File: config.mk
export PLATFORM = sky130hd
export DESIGN_NAME = dring_ptr_mgr
export DESIGN_NICKNAME = d
export VERILOG_FILES = /design/src/rtl/dring_pkg.sv /design/src/rtl/dring_decode.sv /design/src/rtl/dring_ring.sv /design/src/rtl/dring_ptr_mgr.sv
export SDC_FILE = /design/constraint.sdc
export NUM_CORES = 1
export LEC_CHECK = 0
export ABC_CLOCK_PERIOD_IN_PS = 4700
export CELL_PAD_IN_SITES_DETAIL_PLACEMENT = 1
export CELL_PAD_IN_SITES_GLOBAL_PLACEMENT = 2
export CORE_AREA = 2 2 219 221
export DETAILED_ROUTE_END_ITERATION = 10
export DIE_AREA = 0 0 221 223
export GPL_TIMING_DRIVEN = 0
export HOLD_SLACK_MARGIN = 0.02
export PLACE_DENSITY = 0.63
export SYNTH_ARGS = -nofsm -noshare
export SYNTH_HDL_FRONTEND = slang
export SYNTH_SLANG_ARGS = --single-unit
File: constraint.sdc
create_clock -name clk -period 4.7 [get_ports clk]
set_input_delay 0.47 -clock clk [delete_from_list [all_inputs] [get_ports clk]]
set_output_delay 0.47 -clock clk [all_outputs]
set_load 0.02 [all_outputs]
File: src/rtl/dring_pkg.sv
package dring_pkg;
    parameter int unsigned DR_DEPTH_MAX = 64;
    localparam int unsigned DR_CNT_W = $clog2(DR_DEPTH_MAX + 1);
    localparam int unsigned DR_NRING = 4;
    localparam int unsigned DR_NFIELD = 5;
    localparam int unsigned DR_DESC_SHIFT = 5;
    localparam int unsigned DR_DEPTH_SHIFT = 3;

    typedef enum logic [2:0] {
        F_BASE  = 3'd0,
        F_DEPTH = 3'd1,
        F_WPTR  = 3'd2,
        F_RPTR  = 3'd3,
        F_CTRL  = 3'd4
    } dr_field_e;

    typedef struct packed {
        logic [31:0]         base;
        logic [DR_CNT_W-1:0] depth;
        logic [DR_CNT_W-1:0] widx;
        logic [DR_CNT_W-1:0] ridx;
        logic                en_base;
        logic                en_depth;
    } dr_ring_t;

    // Gate register bit that enables each ring's hardware advance
    function automatic int dr_gate_bit(input int r);
        case (r)
            0: return 2;
            1: return 3;
            2: return 0;
            default: return 1;
        endcase
    endfunction
endpackage

File: src/rtl/dring_decode.sv
module dring_decode
    import dring_pkg::*;
#(
    parameter int unsigned ADDR_W = 8
) (
    input  logic                                 wr,
    input  logic [ADDR_W-1:0]                    addr,
    output logic [DR_NRING-1:0][DR_NFIELD-1:0]   wsel,
    output logic                                 gate_we,
    output logic                                 hit_ring,
    output logic                                 hit_gate,
    output logic [$clog2(DR_NRING)-1:0]          ring_no,
    output logic [2:0]                           fld
);
    localparam int unsigned RN_W = $clog2(DR_NRING);
    localparam int unsigned RING_LSB = 5;
    localparam int unsigned TOP_LSB = RING_LSB + RN_W;
    localparam logic [ADDR_W-1:0] GATE_ADDR = ADDR_W'(8'h80);

    always_comb begin
        ring_no  = addr[RING_LSB +: RN_W];
        fld      = addr[4:2];
        hit_gate = (addr == GATE_ADDR);
        hit_ring = (addr[ADDR_W-1:TOP_LSB] == '0) && (addr[1:0] == 2'b00)
                   && (fld < 3'(DR_NFIELD));
        gate_we  = wr && hit_gate;
        for (int r = 0; r < DR_NRING; r++) begin
            for (int f = 0; f < DR_NFIELD; f++) begin
                wsel[r][f] = wr && hit_ring && (ring_no == r[RN_W-1:0])
                             && (fld == f[2:0]);
            end
        end
    end
endmodule

File: src/rtl/dring_ring.sv
module dring_ring
    import dring_pkg::*;
#(
    parameter bit HW_WRITES = 1'b0
) (
    input  logic                 clk,
    input  logic                 rst_n,
    input  logic [DR_NFIELD-1:0] wr_sel,
    input  logic [31:0]          wr_data,
    input  logic                 hw_adv,
    input  logic                 gate,
    output dr_ring_t             st,
    output logic                 empty,
    output logic                 full,
    output logic [DR_CNT_W-1:0]  hw_idx
);
    localparam int unsigned PW = 32 - DR_DESC_SHIFT;
    localparam int unsigned DW = 32 - DR_DEPTH_SHIFT;
    localparam int unsigned NW = DR_CNT_W + 1;

    dr_ring_t q_d, q_q;
    logic     adv_ok;

    function automatic logic [DR_CNT_W-1:0] step_idx(input logic [DR_CNT_W-1:0] i,
                                                      input logic [DR_CNT_W-1:0] d);
        logic [NW-1:0] n;
        n = NW'(i) + NW'(1);
        return (n >= NW'(d)) ? '0 : n[DR_CNT_W-1:0];
    endfunction

    function automatic logic [DR_CNT_W-1:0] fit_ptr(input logic [31:0] w,
                                                     input logic [DR_CNT_W-1:0] d);
        logic [PW-1:0] v;
        v = w[31:DR_DESC_SHIFT];
        return (v < PW'(d)) ? v[DR_CNT_W-1:0] : '0;
    endfunction

    function automatic logic [DR_CNT_W-1:0] clamp_depth(input logic [31:0] w);
        logic [DW-1:0] v;
        v = w[31:DR_DEPTH_SHIFT];
        return (v > DW'(DR_DEPTH_MAX)) ? DR_CNT_W'(DR_DEPTH_MAX) : v[DR_CNT_W-1:0];
    endfunction

    assign empty = (q_q.widx == q_q.ridx);
    assign full  = (step_idx(q_q.widx, q_q.depth) == q_q.ridx);
    assign st    = q_q;

    generate
        if (HW_WRITES) begin : g_produce
            assign adv_ok = hw_adv && gate && !full;
            assign hw_idx = q_q.widx;
            p_no_overflow_r10: assert property (@(posedge clk) disable iff (!rst_n)
                (hw_adv && full && !(wr_sel[F_DEPTH] && q_q.en_depth)) |=> $stable(hw_idx));
        end else begin : g_consume
            assign adv_ok = hw_adv && gate && !empty;
            assign hw_idx = q_q.ridx;
            p_no_underflow_r10: assert property (@(posedge clk) disable iff (!rst_n)
                (hw_adv && empty && !(wr_sel[F_DEPTH] && q_q.en_depth)) |=> $stable(hw_idx));
        end
    endgenerate

    always_comb begin
        q_d = q_q;
        if (adv_ok) begin
            if (HW_WRITES) q_d.widx = step_idx(q_q.widx, q_q.depth);
            else           q_d.ridx = step_idx(q_q.ridx, q_q.depth);
        end
        if (wr_sel[F_CTRL]) begin
            q_d.en_base  = wr_data[2];
            q_d.en_depth = wr_data[1];
        end
        if (wr_sel[F_BASE] && q_q.en_base) q_d.base = wr_data;
        if (wr_sel[F_WPTR] && !HW_WRITES) q_d.widx = fit_ptr(wr_data, q_q.depth);
        if (wr_sel[F_RPTR] && HW_WRITES)  q_d.ridx = fit_ptr(wr_data, q_q.depth);
        if (wr_sel[F_DEPTH] && q_q.en_depth) begin
            q_d.depth = clamp_depth(wr_data);
            q_d.widx  = '0;
            q_d.ridx  = '0;
        end
    end

    always_ff @(posedge clk or negedge rst_n) begin
        if (!rst_n) begin
            q_q          <= '0;
            q_q.depth    <= DR_CNT_W'(DR_DEPTH_MAX);
        end else begin
            q_q <= q_d;
        end
    end

    p_base_locked_r3: assert property (@(posedge clk) disable iff (!rst_n)
        (wr_sel[F_BASE] && !q_q.en_base) |=> $stable(q_q.base));
    p_depth_locked_r4: assert property (@(posedge clk) disable iff (!rst_n)
        (wr_sel[F_DEPTH] && !q_q.en_depth) |=> $stable(q_q.depth));
    p_depth_clears_r5: assert property (@(posedge clk) disable iff (!rst_n)
        (wr_sel[F_DEPTH] && q_q.en_depth) |=> (q_q.widx == '0 && q_q.ridx == '0));
    p_gated_hold_r11: assert property (@(posedge clk) disable iff (!rst_n)
        (!gate && !wr_sel[F_DEPTH]) |=> $stable(hw_idx));
    p_idx_range_r8: assert property (@(posedge clk) disable iff (!rst_n)
        (q_q.depth != '0) |-> (q_q.widx < q_q.depth && q_q.ridx < q_q.depth));
endmodule

File: src/rtl/dring_ptr_mgr.sv
module dring_ptr_mgr
    import dring_pkg::*;
#(
    parameter int unsigned ADDR_W = 8
) (
    input  logic                         clk,
    input  logic                         rst_n,
    input  logic                         bus_wr,
    input  logic [ADDR_W-1:0]            bus_addr,
    input  logic [31:0]                  bus_wdata,
    output logic [31:0]                  bus_rdata,
    input  logic [DR_NRING-1:0]          hw_adv,
    output logic [DR_NRING-1:0]          ring_empty,
    output logic [DR_NRING-1:0]          ring_full,
    output logic [DR_NRING*DR_CNT_W-1:0] hw_idx
);
    localparam int unsigned RN_W = $clog2(DR_NRING);

    logic [DR_NRING-1:0][DR_NFIELD-1:0] wsel;
    logic                gate_we, hit_ring, hit_gate;
    logic [RN_W-1:0]     ring_no;
    logic [2:0]          fld;
    logic [DR_NRING-1:0] gate_d, gate_q;
    dr_ring_t            ring_st [DR_NRING];
    logic [DR_CNT_W-1:0] ring_hw [DR_NRING];

    dring_decode #(.ADDR_W(ADDR_W)) u_decode (
        .wr       (bus_wr),
        .addr     (bus_addr),
        .wsel     (wsel),
        .gate_we  (gate_we),
        .hit_ring (hit_ring),
        .hit_gate (hit_gate),
        .ring_no  (ring_no),
        .fld      (fld)
    );

    always_comb begin
        gate_d = gate_q;
        if (gate_we) gate_d = bus_wdata[DR_NRING-1:0];
    end

    always_ff @(posedge clk or negedge rst_n) begin
        if (!rst_n) gate_q <= '0;
        else        gate_q <= gate_d;
    end

    generate
        for (genvar r = 0; r < DR_NRING; r++) begin : g_ring
            localparam int GB = dr_gate_bit(r);
            dring_ring #(.HW_WRITES((r % 2) == 1)) u_ring (
                .clk     (clk),
                .rst_n   (rst_n),
                .wr_sel  (wsel[r]),
                .wr_data (bus_wdata),
                .hw_adv  (hw_adv[r]),
                .gate    (gate_q[GB]),
                .st      (ring_st[r]),
                .empty   (ring_empty[r]),
                .full    (ring_full[r]),
                .hw_idx  (ring_hw[r])
            );
            assign hw_idx[r*DR_CNT_W +: DR_CNT_W] = ring_hw[r];
        end
    endgenerate

    always_comb begin
        dr_ring_t sel;
        sel = ring_st[ring_no];
        bus_rdata = '0;
        if (hit_gate) begin
            bus_rdata = 32'(gate_q);
        end else if (hit_ring) begin
            case (fld)
                F_BASE:  bus_rdata = sel.base;
                F_DEPTH: bus_rdata = 32'(sel.depth) << DR_DEPTH_SHIFT;
                F_WPTR:  bus_rdata = 32'(sel.widx) << DR_DESC_SHIFT;
                F_RPTR:  bus_rdata = 32'(sel.ridx) << DR_DESC_SHIFT;
                F_CTRL:  bus_rdata = {29'd0, sel.en_base, sel.en_depth, 1'b0};
                default: bus_rdata = '0;
            endcase
        end
    end

    p_gate_hold_r11: assert property (@(posedge clk) disable iff (!rst_n)
        !gate_we |=> $stable(gate_q));
endmodule

* After elaboration in Yosys (flattened, before gate mapping) *
Index checks and enable logic that the tools add are counted.

storage, ports and cells
  flip-flop bits (word level) = 224
  input port bits = 47
  output and inout bits = 68
  logic and storage cells = 146

operators by class
  add/sub/neg operators = 6
  magnitude comparators = 13
  eq/ne operators = 16
  multiplexer cells = 29
  bitwise operators = 2
  reduce and logical (&&, ||, !) cells = 55

operators by type and width
  kind                                                                    number
  32-bit case mux with 5 select lines                                     1
  7-bit 2-to-1 mux                                                        17
  55-bit binary-select mux with 2-bit select                              1
  55-bit 2-to-1 mux                                                       2
  27-bit by 7-bit less-than comparator with 1-bit output                  4
  14-bit 2-to-1 mux                                                       6
  32-bit 2-to-1 mux                                                       2
  7-bit == test                                                           8
  7-bit by 1-bit adder with 8-bit output (second input constant)          6
  8-bit by 7-bit greater-or-equal comparator with 1-bit output            6
  1-bit logical AND                                                       40
  29-bit by 7-bit > comparator with 1-bit output (second input constant)  1
  2-bit nonzero test                                                      8
  8-bit == test (second input constant)                                   1
  3-bit by 2-bit == test with 1-bit output (second input constant)        2
  2-bit == test (second input constant)                                   2
  1-bit zero test                                                         4
  2-bit zero test                                                         2
  3-bit by 1-bit == test with 1-bit output (second input constant)        1
  3-bit == test (second input constant)                                   1
  3-bit greater-or-equal comparator (second input constant)               1
  3-bit zero test                                                         1
  3-bit less-than comparator (second input constant)                      1
  2-bit NOT with 3-bit output                                             1
  2 further kinds                                                         2

* Logic depth before layout (Yosys ltp) *
  depth after elaboration = 9
  depth in mapped cells = 13

* By module *
Synthesis repeated with hierarchy kept, for this count alone.

unflattened totals
  cell total of the unflattened synthesis = 1293
  area total of the unflattened synthesis = 14441.4 sq um

by module, submodules not included
  module                             times used  cells each  area an instance (sq um)  seq. area each (sq um)
  dring_ring (g_ring[0].u_ring ...)  2           272         3089.2                    1377.6
  dring_ring (g_ring[1].u_ring ...)  2           262         2957.8                    1377.6
  dring_ptr_mgr                      1           179         2029.4                    100.1
  dring_decode                       1           46          317.8                     0.0

* Worst setup path after synthesis *
Ideal clock, no wire load.

  path kind = reg2reg
  start = register g_ring[1].u_ring.q_q, in the netlist g_ring[1].u_ring.hw_idx[0]
  end = register g_ring[1].u_ring.q_q, in the netlist g_ring[1].u_ring.hw_idx[6]
  arrival time = 3.169 ns
  path slack = 1.444 ns
  stages on the path, launching flop included = 13
  buffers on the path = 0
  period minus slack after synthesis = 3.256 ns
  cell sequence = dfrtp_1 > ha_1 > nand3_2 > o21ai_0 > nand2_1 > ha_1 > o2111ai_1 > o211a_2 > and4_4 > o32ai_4 > inv_4 > or4_1 > o211ai_1

on the way
  word-level cells in the longest chain between the ends = 7
  elaborated cells on any way between the ends = 9

ends and longest elaborated chain
  what                                                          line              source
  start: declaration                                            dring_ring.sv:21  dr_ring_t q_d, q_q;
  start signal: assignment                                      dring_ring.sv:87  q_q <= q_d;
  7-bit by 1-bit adder with 8-bit output *                      dring_ring.sv:27  n = NW'(i) + NW'(1);
  8-bit by 7-bit greater-or-equal comparator with 1-bit output  dring_ring.sv:28  return (n >= NW'(d)) ? '0 : n[DR_CNT_W-1:0];
  7-bit 2-to-1 mux *                                            dring_ring.sv:28
  7-bit == test *                                               dring_ring.sv:45  assign full = (step_idx(q_q.widx, q_q.depth) == q_q.ridx);
  net g_ring[1].u_ring.full                                     dring_ring.sv:14  output logic full,
  1-bit zero test *                                             dring_ring.sv:50  assign adv_ok = hw_adv && gate && !full;
  1-bit logical AND *                                           dring_ring.sv:50
  2-bit nonzero test (no line) *                                -

The timed path passes the listed nets; every way through them passes the cells marked *. The select of a mux whose other input is x is not followed.
A chain may end at the register's enable or synchronous reset.

* Final worst setup path *
  start = input bus_addr[6]
  end = output bus_rdata[2]

on the way
  word-level cells in the longest chain between the ends = 7
  elaborated cells on any way between the ends = 8

ends and longest elaborated chain
  what                                                   line                 source
  start: declaration                                     dring_ptr_mgr.sv:9   input logic [ADDR_W-1:0] bus_addr,
  2-bit NOT with 3-bit output (not written as such)      dring_ptr_mgr.sv:69  sel = ring_st[ring_no];
  55-bit binary-select mux with 2-bit select             dring_ptr_mgr.sv:69
  55-bit 2-to-1 mux (not written as such) (2 in series)  dring_ptr_mgr.sv:69
  32-bit case mux with 5 select lines                    dring_ptr_mgr.sv:74  case (fld)
  32-bit 2-to-1 mux                                      dring_ptr_mgr.sv:73  end else if (hit_ring) begin
  32-bit 2-to-1 mux *                                    dring_ptr_mgr.sv:71  if (hit_gate) begin
  end: declaration                                       dring_ptr_mgr.sv:11  output logic [31:0] bus_rdata,

Mark *: on every way between the ends. The rest lies on a longest branch, timed or not. The select of a mux whose other input is x is not followed.

==> results.yml <==
status:
  status: "completed"
sta:
  tightest_slew_ns: 1.17
  setup-tns-final_ns: 0
  finClkSkew_ns: 0.0356
  postLayoutSetupSlackWorst_ns: 0.181
  fin_crit_sh_pct: 96.1
  fin_crit_ns: 4.52
  hold_viol: 0
  slew-limit-headroom_pct: 21.7
  setup_violations: 0
  fin_hold_ws_ns: 0.347
  slew_viol_final: 0
  fmax_mhz: 221
pwr:
  pwr-share-comb_pct: 8.4
  power_frac_seq_pct: 40.7
  p_switching_mw: 1.17
  p_per_area_mw_per_mm2: 283
  power.leakage_nw: 7.63
  p_int_mw: 3.66
  vdd_drop_max_mv: 0.257
  swShare_pct: 24.3
  clockPowerShare_pct: 50.8
  power_mw: 4.83
yosys:
  synthesis.nets: 1339
  yosysSeqAreaShare_pct: 40.3
  synthCells: 1220
  synth_top_cell_by_area: "dfrtp_1"
  avgSynthCellArea_um2: 11.4
  synth_cell_types: 72
  synth_flop_cell: "dfrtp_1"
  synth_top_cell_area_share_pct: 39.5
  synth_area_mm2: 0.0139
  yosys_warnings: 0
  synth.area.top_cells: "dfrtp_1, mux2_2, mux4_2, ha_1, xnor2_1"
  ys_ff_latch: 224
  synth-async-reset-ratio_pct: 100
  synth_edf_count: 0
drt:
  drtIter0Drc: 648
  drc: 0
  wire_per_inst_um: 23.8
  routed_wl_um: 47800
  postRouteAntennaNets: 0
  vias_per_cell: 5.27
  vias: 10600
  first_pass_iters: 5
worst_setup_path:
  endpoint_kind: "output port"
  rr_endpoint: "g_ring[1].u_ring.hw_idx[6]"
  worst-path-max-fanout: 10
  worstPathArrival_ns: 4.05
  crit_end: "bus_rdata[2]"
  worstSetupPathType: "input pin to output port"
  crit_start: "bus_addr[6]"
  critPathRequiredTime_ns: 4.23
  reg2reg_from: "g_ring[1].u_ring.hw_idx[1]"
  startpoint_type: "input pin"
  r2r_slack_ns: 1.21
  r2r_cells: 12
place:
  post-dp-hpwl_um: 35700
  pre_cts_ws_ns: 0.193
  portBuffers: 109
  place_area_mm2: 0.0159
  place_congestion: 0.795
  place_inst: 1946
floorplanning:
  io_pins: 115
  die_area_mm2: 0.0493
  core_mm2: 0.0471
  die_h_um: 223
  num_rows: 80
  die_w_um: 221
  initial_utilization_pct: 29.6
global_route:
  grt_max_degree: 113
  grt_pass1_vias: 11300
  grt_overflow: 0
  grt_pass1_wl_um: 73400
  antenna_found_initial: 3
  grt_usage_pct: 19.5
cells_and_area:
  stdcell_count: 2011
  layout-drive-gt1-share_pct: 26.1
  diodes: 0
  fin_area_mm2: 0.0171
  layout_commonest_cell: "dfrtp_1"
  utilization_pct: 36.3
  nNetsFinal: 1493
  mostFrequentLayoutCells: "dfrtp_1, mux2_2, clkdlybuf4s50_1"
  area_delta_synth_final_pct: 22.8
cts:
  cts_tree: "yes"
  clock_sinks: 224
  insertion_delay_ns: 0.58
  ctsLongestPathBuffers: 3
  htreeDepth: 1
  clk_pin_slew_ns: 0.06
  root_buffer: "clkbuf_16"
  cts_buffers: 28
flow_run:
  maxCapViolCount: 0
worst_hold_path:
  min-delay-path-class: "input pin to asynchronous set/reset pin"
## critical path, stage by stage
cell and delay, ns:
buf_2 0.35, buf_1 0.60, clkbuf_1 0.66, buf_2 0.47
mux4_2 0.29, mux2i_1 0.08, o21ai_0 0.40, clkdlybuf4s50_1 0.70
## cell families after synthesis
logic type	count (synthesis)	share of synthesized area, %
AOI/OAI and AO/OA	196	10.6
xor gates and xnor gates	74	4.90
adders and majority gates	72	6.46
buffers and inverters	154	5.42
DFF	224	40.3
muxes	211	21.4
and+or+nand+nor	289	11.0
## power groups by stage
| stage | registers, mW | clock network [mW] | logic (mW) |
|---|---|---|---|
| floorplan | 1.99 | 0 | 0.207 |
| global placement | 2.01 | 0 | 0.401 |
| detailed placement | 2.00 | 0 | 0.412 |
| CTS | 1.97 | 2.52 | 0.416 |
| global route | 1.97 | 2.60 | 0.455 |
| finish | 1.97 | 2.46 | 0.408 |
## final cells by class
| cell class | count | area (µm²) |
|---|---|---|
| plain buffers | 116 | 611 |
| clock buffers | 37 | 815 |
| clock inverters | 15 | 253 |
| fillers | 5128 | 30000 |
| inverters | 37 | 141 |
| multi-input cells | 842 | 7640 |
| flip-flops and latches | 224 | 5620 |
| well taps | 615 | 769 |
| repair buffers | 125 | 1260 |
## state kept, by name, indices dropped and copies added, names as in the netlist
| name | cells |
|---|---|
| g_ring.u_ring.st | 192 |
| gate_q | 4 |
| g_ring.u_ring.hw_idx | 28 |
## Yosys cell counts, types with 26 or more instances
cell,number
mux2_2,141
clkbuf_1,46
buf_2,26
ha_1,72
xor2_1,26
xnor2_1,45
dfrtp_1,220
a21o_1,29
and3_1,40
inv_1,36
buf_4,38
nand2_1,70
mux4_2,55
o21ai_0,37
nand3_1,42
nor2_1,37
a22o_1,28
## per-layer routing
layer / track usage [%] / vias up / share of wire [%]
li1: - / 4808 / -
met2: 32.7 / 191 / 48
met3: 2.78 / 62 / 3.7
met4: 5.24 / 6 / 2.7
met1: 26.3 / 5536 / 46
met5: 0 / - / 0.088
## how the worst min path moves through the flow
stage                                  from                          to  slack [ns]  cells after the start
global route                          rst_n  g_ring[2].u_ring.hw_idx[5]        0.34                      2
CTS                                   rst_n  g_ring[2].u_ring.hw_idx[5]        0.33                      2
global placement    g_ring[0].u_ring.st[29]     g_ring[0].u_ring.st[29]        0.46                      1
finish                                rst_n  g_ring[2].u_ring.hw_idx[5]        0.35                      2
detailed placement                    rst_n  g_ring[0].u_ring.hw_idx[4]        0.35                      1
floorplan                             rst_n  g_ring[0].u_ring.hw_idx[0]        0.17                      0
## timing repair
item | 4_1_cts | 5_1_grt
setup buffers | 0 | 13
hold endpoints to repair | 26 | 0
gates resized for setup | 13 | 10
hold buffers | 1 | 0
setup endpoints to repair | 3 | 3
No activity file was read; power rests on OpenSTA's default activity.
